**src/rtl/kc_ctrl_pkg.sv**
```systemverilog
`timescale 1ns/1ps
package kc_ctrl_pkg;
  // register window offsets (bytes)
  localparam int OFF_CTRL   = 'h00;
  localparam int OFF_GIE    = 'h04;
  localparam int OFF_IER    = 'h08;
  localparam int OFF_ISR    = 'h0C;
  localparam int ARG_BASE   = 'h10;
  localparam int ARG_STRIDE = 8;

  // control word bit positions
  localparam int CB_START = 0;
  localparam int CB_DONE  = 1;
  localparam int CB_IDLE  = 2;
  localparam int CB_READY = 3;
  localparam int CB_CONT  = 4;
  localparam int CB_AUTO  = 7;
  localparam int CB_IRQ   = 9;

  // interrupt source positions
  localparam int IS_DONE  = 0;
  localparam int IS_READY = 1;
  localparam int NUM_SRC  = 2;

  typedef enum logic [1:0] {
    RESP_OKAY   = 2'b00,
    RESP_EXOKAY = 2'b01,
    RESP_SLVERR = 2'b10,
    RESP_DECERR = 2'b11
  } resp_e;
endpackage

```
**src/rtl/kc_axil_wr.sv**
```systemverilog
`timescale 1ns/1ps
// Write side: captures address and data independently, commits once both held.
module kc_axil_wr #(
  parameter int ADDR_W = 6,
  parameter int DATA_W = 32,
  localparam int STRB_W = DATA_W / 8
) (
  input  logic              clk,
  input  logic              rst,
  input  logic [ADDR_W-1:0] aw_addr,
  input  logic              aw_valid,
  output logic              aw_ready,
  input  logic [DATA_W-1:0] w_data,
  input  logic [STRB_W-1:0] w_strb,
  input  logic              w_valid,
  output logic              w_ready,
  output logic              b_valid,
  input  logic              b_ready,
  output logic              wr_en,
  output logic [ADDR_W-1:0] wr_addr,
  output logic [DATA_W-1:0] wr_data,
  output logic [STRB_W-1:0] wr_strb
);
  logic aw_full, w_full;

  assign aw_ready = !aw_full && !b_valid;
  assign w_ready  = !w_full  && !b_valid;
  assign wr_en    = aw_full && w_full;

  always_ff @(posedge clk) begin
    if (rst) begin
      aw_full <= 1'b0;
      w_full  <= 1'b0;
      b_valid <= 1'b0;
      wr_addr <= '0;
      wr_data <= '0;
      wr_strb <= '0;
    end else begin
      if (wr_en) begin
        aw_full <= 1'b0;
        w_full  <= 1'b0;
      end else begin
        if (aw_valid && aw_ready) begin
          aw_full <= 1'b1;
          wr_addr <= aw_addr;
        end
        if (w_valid && w_ready) begin
          w_full  <= 1'b1;
          wr_data <= w_data;
          wr_strb <= w_strb;
        end
      end
      if (wr_en)
        b_valid <= 1'b1;
      else if (b_ready)
        b_valid <= 1'b0;
    end
  end
endmodule

```
**src/rtl/kc_arg_bank.sv**
```systemverilog
`timescale 1ns/1ps
// Argument registers, one per slot, byte-strobed.
module kc_arg_bank
  import kc_ctrl_pkg::*;
#(
  parameter int ADDR_W   = 6,
  parameter int DATA_W   = 32,
  parameter int NUM_ARGS = 3,
  parameter int ARG_W    = 8,
  localparam int STRB_W  = DATA_W / 8
) (
  input  logic                      clk,
  input  logic                      rst,
  input  logic                      wr_en,
  input  logic [ADDR_W-1:0]         wr_addr,
  input  logic [DATA_W-1:0]         wr_data,
  input  logic [STRB_W-1:0]         wr_strb,
  output logic [NUM_ARGS*ARG_W-1:0] arg_bus
);
  for (genvar g = 0; g < NUM_ARGS; g++) begin : g_arg
    localparam int OFF = ARG_BASE + g * ARG_STRIDE;
    logic [ARG_W-1:0] q;
    logic             hit;
    assign hit = (wr_addr[ADDR_W-1:2] == OFF[ADDR_W-1:2]);
    always_ff @(posedge clk) begin
      if (rst) begin
        q <= '0;
      end else if (wr_en && hit) begin
        for (int b = 0; b < ARG_W; b++)
          if (wr_strb[b/8]) q[b] <= wr_data[b];
      end
    end
    assign arg_bus[g*ARG_W +: ARG_W] = q;
  end
endmodule

```
**src/rtl/kc_ctrl_core.sv**
```systemverilog
`timescale 1ns/1ps
// Control word, interrupt enables/status and the interrupt line.
module kc_ctrl_core
  import kc_ctrl_pkg::*;
#(
  parameter int ADDR_W = 6,
  parameter int DATA_W = 32,
  localparam int STRB_W = DATA_W / 8
) (
  input  logic               clk,
  input  logic               rst,
  input  logic               wr_en,
  input  logic [ADDR_W-1:0]  wr_addr,
  input  logic [DATA_W-1:0]  wr_data,
  input  logic [STRB_W-1:0]  wr_strb,
  input  logic               rd_ctrl,
  input  logic               k_done,
  input  logic               k_idle,
  input  logic               k_ready,
  output logic               k_start,
  output logic               k_continue,
  output logic               gie,
  output logic [NUM_SRC-1:0] ier,
  output logic [NUM_SRC-1:0] isr,
  output logic               irq,
  output logic [DATA_W-1:0]  ctrl_word
);
  logic done_q, idle_q, ready_q, auto_q;
  logic wr_ctrl, wr_gie, wr_ier, wr_isr;
  logic [NUM_SRC-1:0] ev, flip;

  assign wr_ctrl = wr_en && wr_strb[0] && (wr_addr[ADDR_W-1:2] == OFF_CTRL[ADDR_W-1:2]);
  assign wr_gie  = wr_en && wr_strb[0] && (wr_addr[ADDR_W-1:2] == OFF_GIE[ADDR_W-1:2]);
  assign wr_ier  = wr_en && wr_strb[0] && (wr_addr[ADDR_W-1:2] == OFF_IER[ADDR_W-1:2]);
  assign wr_isr  = wr_en && wr_strb[0] && (wr_addr[ADDR_W-1:2] == OFF_ISR[ADDR_W-1:2]);

  always_comb begin
    ev = '0;
    ev[IS_DONE]  = k_done;
    ev[IS_READY] = k_ready;
    flip = wr_isr ? wr_data[NUM_SRC-1:0] : '0;
  end

  always_ff @(posedge clk) begin
    if (rst) begin
      k_start    <= 1'b0;
      k_continue <= 1'b0;
      done_q     <= 1'b0;
      idle_q     <= 1'b0;
      ready_q    <= 1'b0;
      auto_q     <= 1'b0;
      gie        <= 1'b0;
      ier        <= '0;
      isr        <= '0;
      irq        <= 1'b0;
    end else begin
      // host write beats auto-restart, which beats the ready handshake clear
      if (wr_ctrl)                k_start <= wr_data[CB_START];
      else if (k_done && auto_q)  k_start <= 1'b1;
      else if (k_ready)           k_start <= 1'b0;

      k_continue <= wr_ctrl && wr_data[CB_CONT];

      if (k_done)                          done_q <= 1'b1;
      else if (wr_ctrl && wr_data[CB_CONT]) done_q <= 1'b0;

      if (k_ready)      ready_q <= 1'b1;
      else if (rd_ctrl) ready_q <= 1'b0;

      if (wr_ctrl) auto_q <= wr_data[CB_AUTO];
      if (wr_gie)  gie    <= wr_data[0];
      if (wr_ier)  ier    <= wr_data[NUM_SRC-1:0];

      idle_q <= k_idle;
      isr    <= (isr ^ flip) | ev;
      irq    <= gie && |(isr & ier);
    end
  end

  always_comb begin
    ctrl_word           = '0;
    ctrl_word[CB_START] = k_start;
    ctrl_word[CB_DONE]  = done_q;
    ctrl_word[CB_IDLE]  = idle_q;
    ctrl_word[CB_READY] = ready_q;
    ctrl_word[CB_CONT]  = k_continue;
    ctrl_word[CB_AUTO]  = auto_q;
    ctrl_word[CB_IRQ]   = irq;
  end
endmodule

```
**src/rtl/kc_ctrl_top.sv**
```systemverilog
`timescale 1ns/1ps
module kc_ctrl_top
  import kc_ctrl_pkg::*;
#(
  parameter int ADDR_W   = 6,
  parameter int DATA_W   = 32,
  parameter int NUM_ARGS = 3,
  parameter int ARG_W    = 8,
  localparam int STRB_W  = DATA_W / 8
) (
  input  logic                      clk,
  input  logic                      rst,
  input  logic [ADDR_W-1:0]         aw_addr,
  input  logic                      aw_valid,
  output logic                      aw_ready,
  input  logic [DATA_W-1:0]         w_data,
  input  logic [STRB_W-1:0]         w_strb,
  input  logic                      w_valid,
  output logic                      w_ready,
  output logic [1:0]                b_resp,
  output logic                      b_valid,
  input  logic                      b_ready,
  input  logic [ADDR_W-1:0]         ar_addr,
  input  logic                      ar_valid,
  output logic                      ar_ready,
  output logic [DATA_W-1:0]         r_data,
  output logic [1:0]                r_resp,
  output logic                      r_valid,
  input  logic                      r_ready,
  output logic                      k_start,
  output logic                      k_continue,
  input  logic                      k_done,
  input  logic                      k_idle,
  input  logic                      k_ready,
  input  logic [ARG_W-1:0]          k_ret,
  output logic [NUM_ARGS*ARG_W-1:0] arg_bus,
  output logic                      irq
);
  localparam int RET_OFF = ARG_BASE + NUM_ARGS * ARG_STRIDE;

  logic              wr_en;
  logic [ADDR_W-1:0] wr_addr;
  logic [DATA_W-1:0] wr_data;
  logic [STRB_W-1:0] wr_strb;
  logic              rd_fire, rd_ctrl, gie_w;
  logic [NUM_SRC-1:0] ier_w, isr_w;
  logic [DATA_W-1:0] ctrl_word, rd_word;

  kc_axil_wr #(.ADDR_W(ADDR_W), .DATA_W(DATA_W)) u_wr (
    .clk(clk), .rst(rst),
    .aw_addr(aw_addr), .aw_valid(aw_valid), .aw_ready(aw_ready),
    .w_data(w_data), .w_strb(w_strb), .w_valid(w_valid), .w_ready(w_ready),
    .b_valid(b_valid), .b_ready(b_ready),
    .wr_en(wr_en), .wr_addr(wr_addr), .wr_data(wr_data), .wr_strb(wr_strb)
  );

  kc_ctrl_core #(.ADDR_W(ADDR_W), .DATA_W(DATA_W)) u_core (
    .clk(clk), .rst(rst),
    .wr_en(wr_en), .wr_addr(wr_addr), .wr_data(wr_data), .wr_strb(wr_strb),
    .rd_ctrl(rd_ctrl),
    .k_done(k_done), .k_idle(k_idle), .k_ready(k_ready),
    .k_start(k_start), .k_continue(k_continue),
    .gie(gie_w), .ier(ier_w), .isr(isr_w), .irq(irq),
    .ctrl_word(ctrl_word)
  );

  kc_arg_bank #(.ADDR_W(ADDR_W), .DATA_W(DATA_W), .NUM_ARGS(NUM_ARGS), .ARG_W(ARG_W)) u_args (
    .clk(clk), .rst(rst),
    .wr_en(wr_en), .wr_addr(wr_addr), .wr_data(wr_data), .wr_strb(wr_strb),
    .arg_bus(arg_bus)
  );

  assign b_resp   = RESP_OKAY;
  assign r_resp   = RESP_OKAY;
  assign ar_ready = !r_valid;
  assign rd_fire  = ar_valid && ar_ready;
  assign rd_ctrl  = rd_fire && (ar_addr[ADDR_W-1:2] == OFF_CTRL[ADDR_W-1:2]);

  always_comb begin
    rd_word = '0;
    if (ar_addr[ADDR_W-1:2] == OFF_CTRL[ADDR_W-1:2]) rd_word = ctrl_word;
    if (ar_addr[ADDR_W-1:2] == OFF_GIE[ADDR_W-1:2])  rd_word = DATA_W'(gie_w);
    if (ar_addr[ADDR_W-1:2] == OFF_IER[ADDR_W-1:2])  rd_word = DATA_W'(ier_w);
    if (ar_addr[ADDR_W-1:2] == OFF_ISR[ADDR_W-1:2])  rd_word = DATA_W'(isr_w);
    if (ar_addr[ADDR_W-1:2] == RET_OFF[ADDR_W-1:2])  rd_word = DATA_W'(k_ret);
    for (int i = 0; i < NUM_ARGS; i++) begin
      if (ar_addr[ADDR_W-1:2] == ADDR_W'((ARG_BASE + i * ARG_STRIDE) >> 2))
        rd_word = DATA_W'(arg_bus[i*ARG_W +: ARG_W]);
    end
  end

  always_ff @(posedge clk) begin
    if (rst) begin
      r_valid <= 1'b0;
      r_data  <= '0;
    end else if (rd_fire) begin
      r_valid <= 1'b1;
      r_data  <= rd_word;
    end else if (r_ready) begin
      r_valid <= 1'b0;
    end
  end
endmodule

```
**config.mk**
```make
export PLATFORM = sky130hd
export DESIGN_NAME = kc_ctrl_top
export DESIGN_NICKNAME = d
export VERILOG_FILES = /design/src/rtl/kc_ctrl_pkg.sv /design/src/rtl/kc_axil_wr.sv /design/src/rtl/kc_arg_bank.sv /design/src/rtl/kc_ctrl_core.sv /design/src/rtl/kc_ctrl_top.sv
export SDC_FILE = /design/constraint.sdc
export NUM_CORES = 1
export LEC_CHECK = 0
export BUFFER_PORTS_ARGS = -buffer_cell sky130_fd_sc_hd__buf_2
export CORE_MARGIN = 2
export CORE_UTILIZATION = 42
export DETAILED_ROUTE_END_ITERATION = 7
export PLACE_DENSITY_LB_ADDON = 0.2
export SLEW_MARGIN = 20
export SYNTH_ARGS = -nofsm -noshare
export SYNTH_HDL_FRONTEND = slang
export SYNTH_SLANG_ARGS = --single-unit
export TNS_END_PERCENT = 5
```
**constraint.sdc**
```tcl
create_clock -name clk -period 1.6 [get_ports clk]
set_input_delay 0.16 -clock clk [delete_from_list [all_inputs] [get_ports clk]]
set_output_delay 0.16 -clock clk [all_outputs]
set_load 0.02 [all_outputs]
```
==> flow_metrics.env, run 1 <==
export IMPL_fp_dieH_um=87.2
export IMPL_syn_inst=329
export IMPL_m1WireLength_um=3460
export IMPL_drt_iter0_drc=99
export IMPL_die_w_um=87.2
export IMPL_wl_met3_um=503
export IMPL_drive_above_1_share_pct=28.9
export IMPL_grt_overflow=0
export IMPL_fin_crit_ns=1.46
export IMPL_cts_tree="yes"
export IMPL_synthFlopType="dfxtp_1"
export IMPL_dpl_hpwl_um=5520
export IMPL_final_antenna_net_count=0
export IMPL_seq_area_frac_synth_pct=42.7
export IMPL_ys_async_sr_fraction_pct=0
export IMPL_timing_fmax_mhz=684
export IMPL_whs_path_depth=2
export IMPL_cts_buffers=9
export IMPL_crit_slowest_cell="or4b_1"
export IMPL_grt_pass1_vias=2218
export IMPL_drt_pass1_iter_count=4
export IMPL_layout_common_cells="buf_2, dfxtp_1, nor2_1"
export IMPL_cp_start_kind="flip-flop"
export IMPL_cp_cell_sequence="nand4b_4 -> or4b_1 -> buf_6 -> mux2i_1 -> nor2_1"
export IMPL_skew_ns=0.0107
export IMPL_wl_um=7360
export IMPL_hold_start="k_idle"
export IMPL_grt_usage_pct=19.7
export IMPL_grt_max_degree=28
export IMPL_required_ns=1.83
export IMPL_routed_top_layer="met4"
export IMPL_cts_max_level=3
export IMPL_clk_latency_ns=0.35
export IMPL_ir_drop_v=0.000541
export IMPL_synth_warnings=0
export IMPL_rows=30
export IMPL_ys_seq_elements=62
export IMPL_antenna_found_initial=0
export IMPL_arrival_ns=1.69
export IMPL_cpLargestDelayFamily="simple AND/OR/NAND/NOR gates"
export IMPL_wire_per_inst_um=14.5
export IMPL_fin_area_um2=3630
export IMPL_powerDensity_nw_per_um2=995
export IMPL_synthMuxAreaShare_pct=11.8
export IMPL_crit_fanout=8
export IMPL_setup_viol=0
export IMPL_r2r_setup_slack_ns=0.14
export IMPL_synth_compound_area_share_pct=14.8
export IMPL_drc_errors=0
export IMPL_place_area_um2=3400
export IMPL_start_util_pct=43.0
export IMPL_die_area_um2=7600
export IMPL_layout_commonest_cell="buf_2"
export IMPL_nNetsFinal=487
export IMPL_cpPeakStageDelay_ns=0.48
export IMPL_grt_pass1_wl_um=11400
export IMPL_power_w=0.00361
export IMPL_clkSinkCount=62
export IMPL_hold_violations=0
export IMPL_diodes=0
export IMPL_status="complete, no violations"
export IMPL_viasPerCell=4.97
export IMPL_syn_area_um2=2910
export IMPL_synth_avg_cell_area_um2=8.83
export IMPL_synthXorXnorAreaFrac_pct=0.603
export IMPL_area_growth_pct=24.8
export IMPL_port_buffers=75
export IMPL_synth_edf_count=0
export IMPL_worstSetupPathType="flip-flop to flip-flop"
export IMPL_worst_setup_path_end_kind="flip-flop"
export IMPL_ys_types=49
export IMPL_synth_simple_area_share_pct=19.7
export IMPL_worstReg2RegEnd="u_args.g_arg[2].q[4]"
export IMPL_hold_end="u_core.idle_q"
export IMPL_synth_top_family_by_area="simple AND/OR/NAND/NOR gates"
export IMPL_postCtsHoldBufs=0
export IMPL_power_leakage_nw=1.79
export IMPL_max_cap_violations=0
export IMPL_cts_setup_buffers=0
export IMPL_vias=2514
export IMPL_reg2reg_depth=5
export IMPL_core_area_um2=6760
export IMPL_synthAdderAreaFrac_pct=0
export IMPL_period_share_pct=91.4
export IMPL_fin_tns_setup_ns=0
export IMPL_path_buf_inv=1
export IMPL_path_clk_slew_ns=0.07
export IMPL_fillers=671
export IMPL_r2r_start="u_wr.wr_addr[4]"
export IMPL_routabilityCongestion=0.795
export IMPL_rsz0062_at_grt="false"
export IMPL_slew_violations=0
export IMPL_io_pin_count=134
export IMPL_hold_class="primary input to flip-flop"
export IMPL_wl_met2_um=3330
export IMPL_cts_buffer_depth=2
export IMPL_root_buffer="clkbuf_8"
## area by class of cell
| type | count | area (um^2) | share of cell area, % |
|---|---|---|---|
| multi-input cells | 241 | 1460 | 40.3 |
| flip-flops and latches | 62 | 1240 | 34.3 |
| repair buffers | 98 | 564 | 15.6 |
| clock buffers | 10 | 138 | 3.79 |
| well taps | 80 | 100 | 2.76 |
| clock inverters | 6 | 85.1 | 2.35 |
| inverters | 9 | 33.8 | 0.931 |
## through the flow
stage               cells  util [%]  setup WS [ns]  hold WS (ns)
floorplan             355         -         0.0586         0.277
global placement      490      50.3          0.114         0.380
detailed placement    490      50.3         0.0927         0.378
CTS                   506      53.6         0.0770        0.0113
global route          506      53.7         0.0210        0.0305
finish                506      53.7          0.138        0.0261
## cells in the mapped netlist, drive strengths merged (4+ instances only)
master,count,area (um^2)
a21oi,23,115
buf,31,223
clkbuf,12,45.0
dfxtp,62,1240
inv,9,33.8
mux2i,33,330
nand2,29,109
nand2b,9,56.3
nor2,50,188
nor2b,5,31.3
nor4,4,31.3
o21ai,10,50.1
o22a,4,35.0
## layer usage
| layer | up-vias | track usage (%) |
|---|---|---|
| met5 | - | 0 |
| met4 | 0 | 7.69 |
| met3 | 6 | 4.93 |
| met2 | 96 | 29.7 |
| met1 | 1138 | 27.2 |
| li1 | 1274 | - |
## flip-flops by register name, indices dropped and copies added, names as in the netlist
register           flops
u_wr.wr_strb           1
u_core.idle_q          1
u_core.auto_q          1
u_core.ier             2
u_wr.w_full            1
u_core.done_q          1
u_wr.b_valid           1
u_wr.aw_full           1
u_wr.wr_addr           4
r_valid                1
u_core.k_continue      1
u_core.irq             1
u_wr.wr_data           8
u_core.k_start         1
r_data                 9
u_core.ready_q         1
u_args.g_arg.q        24
u_core.isr             2
u_core.gie             1
## worst max path at each step
stage | from | to | slack (ns) | cells past startpoint
after floorplan | u_wr.aw_full | u_args.g_arg[2].q[0] | 0.06 | 5
after global placement | u_wr.wr_strb[0] | u_args.g_arg[2].q[7] | 0.11 | 5
after detailed placement | u_wr.wr_strb[0] | u_args.g_arg[2].q[2] | 0.09 | 5
after CTS | u_wr.wr_strb[0] | u_args.g_arg[2].q[7] | 0.08 | 5
after global routing | u_wr.wr_addr[4] | u_args.g_arg[2].q[2] | 0.02 | 5
final | u_wr.wr_addr[4] | u_args.g_arg[2].q[4] | 0.14 | 5
## worst register-to-register path, delay by kind of cell, from the launching register on
family	cells	cell delay, ns
buffers and inverters	1	0.17
AND/OR/NAND/NOR	3	0.69
multiplexers	1	0.17
flip-flops	1	0.32
## cells by family after synthesis
family	count (synthesis)
compound gates	64
simple gates	114
xor+xnor	2
buf+inv	52
flops	62
mux	34
other cells	1
## timing repair
action	4_1_cts	5_1_grt
endpoints found under the hold margin	0	0
resized for setup	0	4
setup endpoints to repair	0	7
## power by group
part	leakage (nW)	total (W)	switching (W)	internal, W
registers	0.505	0.00164	0.0000452	0.00159
logic	1.18	0.000429	0.000267	0.000162
clock network	0.108	0.00154	0.000629	0.000913
Power figures use the tool's default switching activity.
==> run 2, diff against run 1 <==
--- a/config.mk
+++ b/config.mk
@@ -5,11 +5,14 @@
 export SDC_FILE = /design/constraint.sdc
 export NUM_CORES = 1
 export LEC_CHECK = 0
+export ABC_AREA = 1
 export BUFFER_PORTS_ARGS = -buffer_cell sky130_fd_sc_hd__buf_2
 export CORE_MARGIN = 2
 export CORE_UTILIZATION = 42
+export CTS_CLUSTER_SIZE = 10
 export DETAILED_ROUTE_END_ITERATION = 7
 export PLACE_DENSITY_LB_ADDON = 0.2
+export RECOVER_POWER = 25
 export SLEW_MARGIN = 20
 export SYNTH_ARGS = -nofsm -noshare
 export SYNTH_HDL_FRONTEND = slang
==> flow_metrics.env, run 2 <==
export IMPL_grt_pass1_wl_um=11300
export IMPL_reg2reg_depth=6
export IMPL_grt_pass1_vias=2348
export IMPL_area_growth_pct=19.2
export IMPL_path_clk_slew_ns=0.07
export IMPL_final_antenna_net_count=0
export IMPL_worstReg2RegEnd="u_args.g_arg[1].q[5]"
export IMPL_drc_errors=0
export IMPL_diodes=0
export IMPL_cp_start_kind="flip-flop"
export IMPL_postCtsHoldBufs=0
export IMPL_io_pin_count=134
export IMPL_yosys_area_top_type="dfxtp_1"
export IMPL_nNetsFinal=554
export IMPL_hold_class="primary input to flip-flop"
export IMPL_powerDensity_nw_per_um2=955
export IMPL_cts_buffer_depth=2
export IMPL_synth_common_cells="nor2_1, dfxtp_1, nand2_1, o21ai_0, inv_1"
export IMPL_viasPerCell=4.68
export IMPL_slew_headroom_pct=57.1
export IMPL_crit_fanout=8
export IMPL_r2r_setup_slack_ns=0.19
export IMPL_wl_um=6980
export IMPL_hold_violations=0
export IMPL_layout_commonest_cell="nor2_1"
export IMPL_timing_fmax_mhz=708
export IMPL_start_util_pct=42.7
export IMPL_die_area_um2=7470
export IMPL_ys_seq_elements=62
export IMPL_power_leakage_nw=1.61
export IMPL_status="complete, no violations"
export IMPL_ir_drop_v=0.000587
export IMPL_drive_above_1_share_pct=17.7
export IMPL_setup_viol=0
export IMPL_syn_inst=405
export IMPL_synthFlopType="dfxtp_1"
export IMPL_hold_start="k_idle"
export IMPL_grt_usage_pct=19.4
export IMPL_drt_iter0_drc=93
export IMPL_arrival_ns=1.63
export IMPL_period_share_pct=88.2
export IMPL_grt_overflow=0
export IMPL_synth_avg_cell_area_um2=7.04
export IMPL_clk_latency_ns=0.33
export IMPL_die_w_um=86.4
export IMPL_drt_pass1_iter_count=4
export IMPL_cts_resized=0
export IMPL_vias=2676
export IMPL_max_cap_violations=0
export IMPL_hold_end="u_core.idle_q"
export IMPL_synth_most_common_cell="nor2_1"
export IMPL_routabilityCongestion=0.909
export IMPL_fin_tns_setup_ns=0
export IMPL_antenna_found_initial=0
export IMPL_synth_warnings=0
export IMPL_power_w=0.00325
export IMPL_seq_area_frac_synth_pct=43.5
export IMPL_reg_largest_list="u_args.g_arg.q x24, r_data x9, u_wr.wr_data x8"
export IMPL_required_ns=1.82
export IMPL_dpl_hpwl_um=5350
export IMPL_tightest_slew_ns=0.643
export IMPL_syn_area_um2=2850
export IMPL_fin_crit_ns=1.41
export IMPL_largest_reg_flops=24
export IMPL_cts_setup_buffers=0
export IMPL_rows=30
export IMPL_fillers=715
export IMPL_fp_dieH_um=86.4
export IMPL_grt_max_degree=21
export IMPL_crit_path_start="u_wr.aw_full"
export IMPL_whs_path_depth=3
export IMPL_slew_violations=0
export IMPL_rsz0062_at_grt="false"
export IMPL_root_buffer="clkbuf_8"
export IMPL_synth_edf_count=0
export IMPL_ys_types=29
export IMPL_cts_buffers=9
export IMPL_port_buffers=75
export IMPL_worstSetupPathType="flip-flop to flip-flop"
export IMPL_layout_common_cells="nor2_1, dfxtp_1, nand2_1"
export IMPL_clkSinkCount=62
export IMPL_synth_top_area_share_pct=43.5
export IMPL_core_area_um2=6680
export IMPL_skew_ns=0.00666
export IMPL_wire_per_inst_um=12.2
export IMPL_r2r_start="u_wr.aw_full"
export IMPL_ys_async_sr_fraction_pct=0
export IMPL_worst_setup_path_end_kind="flip-flop"
export IMPL_fin_util_pct=50.9
export IMPL_top_register="u_args.g_arg.q"
export IMPL_synthTopCellsByArea="dfxtp_1, o21ai_0, nor2_1"
export IMPL_cts_tree="yes"
export IMPL_cts_max_level=3
[run 2: cell types whose count changed after synthesis, moves of 9 or more]
cell	before	now
a21oi_1	23	38
inv_1	9	50
mux2i_1	33	0
nand2_1	29	60
nand2b_1	9	0
nand3_1	2	15
nor2_1	50	65
o21ai_0	10	54
[run 2: logic make-up (layout without fill, tap and decap cells)]
kind of cell	Yosys count	after routing	synth area share, %
buf+inv	89	150	15.4
flops	62	62	43.5
simple gates	154	154	23.1
other cells	1	27	0.131
compound gates	99	99	17.9
[run 2: report_power, final]
group | switching [W] | internal [W]
logic | 0.000284 | 0.000127
clock network | 0.000582 | 0.000590
registers | 0.0000560 | 0.00161
[run 2: worst max-delay path: stages, from the launching register on]
cell and delay [ns]:
dfxtp_1 0.39, nand3_2 0.13, nor2_2 0.16, nand3_1 0.20
buf_4 0.22, o21ai_0 0.15, nor2_1 0.05
[run 2: cell type report]
class                           count  area [um^2]  share of cell area (%)
Tap cell                           80          100                    2.94
Multi-Input combinational cell    280         1280                    37.6
Clock buffer                       11          141                    4.16
Sequential cell                    62         1240                    36.5
Inverter                           52          195                    5.74
Timing Repair Buffer               83          419                    12.3
Clock inverter                      4         23.8                   0.699
[run 2: worst max path at each step]
stage / to / slack (ns) / cells past startpoint
after floorplan: u_wr.wr_data[1] / 0.24 / 5
after global placement: u_args.g_arg[0].q[5] / 0.19 / 5
after detailed placement: u_args.g_arg[0].q[5] / 0.18 / 5
after CTS: u_args.g_arg[0].q[5] / 0.16 / 5
after global routing: u_args.g_arg[1].q[4] / 0.04 / 6
final: u_args.g_arg[1].q[5] / 0.19 / 6
[run 2: through the flow]
step	hold WS (ns)	instances	setup WS (ns)	cell area (um^2)
floorplan	0.267	431	0.236	2950
global placement	0.383	557	0.191	3250
detailed placement	0.375	557	0.179	3250
CTS	0.0265	572	0.164	3420
global route	0.0768	572	0.0441	3400
finish	0.0423	572	0.188	3400
[run 2: routing by layer]
| layer | routed length (um) | up-vias | global-route usage (%) |
|---|---|---|---|
| met5 | 0 | - | 0 |
| met4 | 62 | 0 | 7.95 |
| met3 | 552 | 6 | 4.67 |
| met2 | 3050 | 111 | 29.3 |
| met1 | 3320 | 1149 | 26.7 |
| li1 | - | 1410 | - |
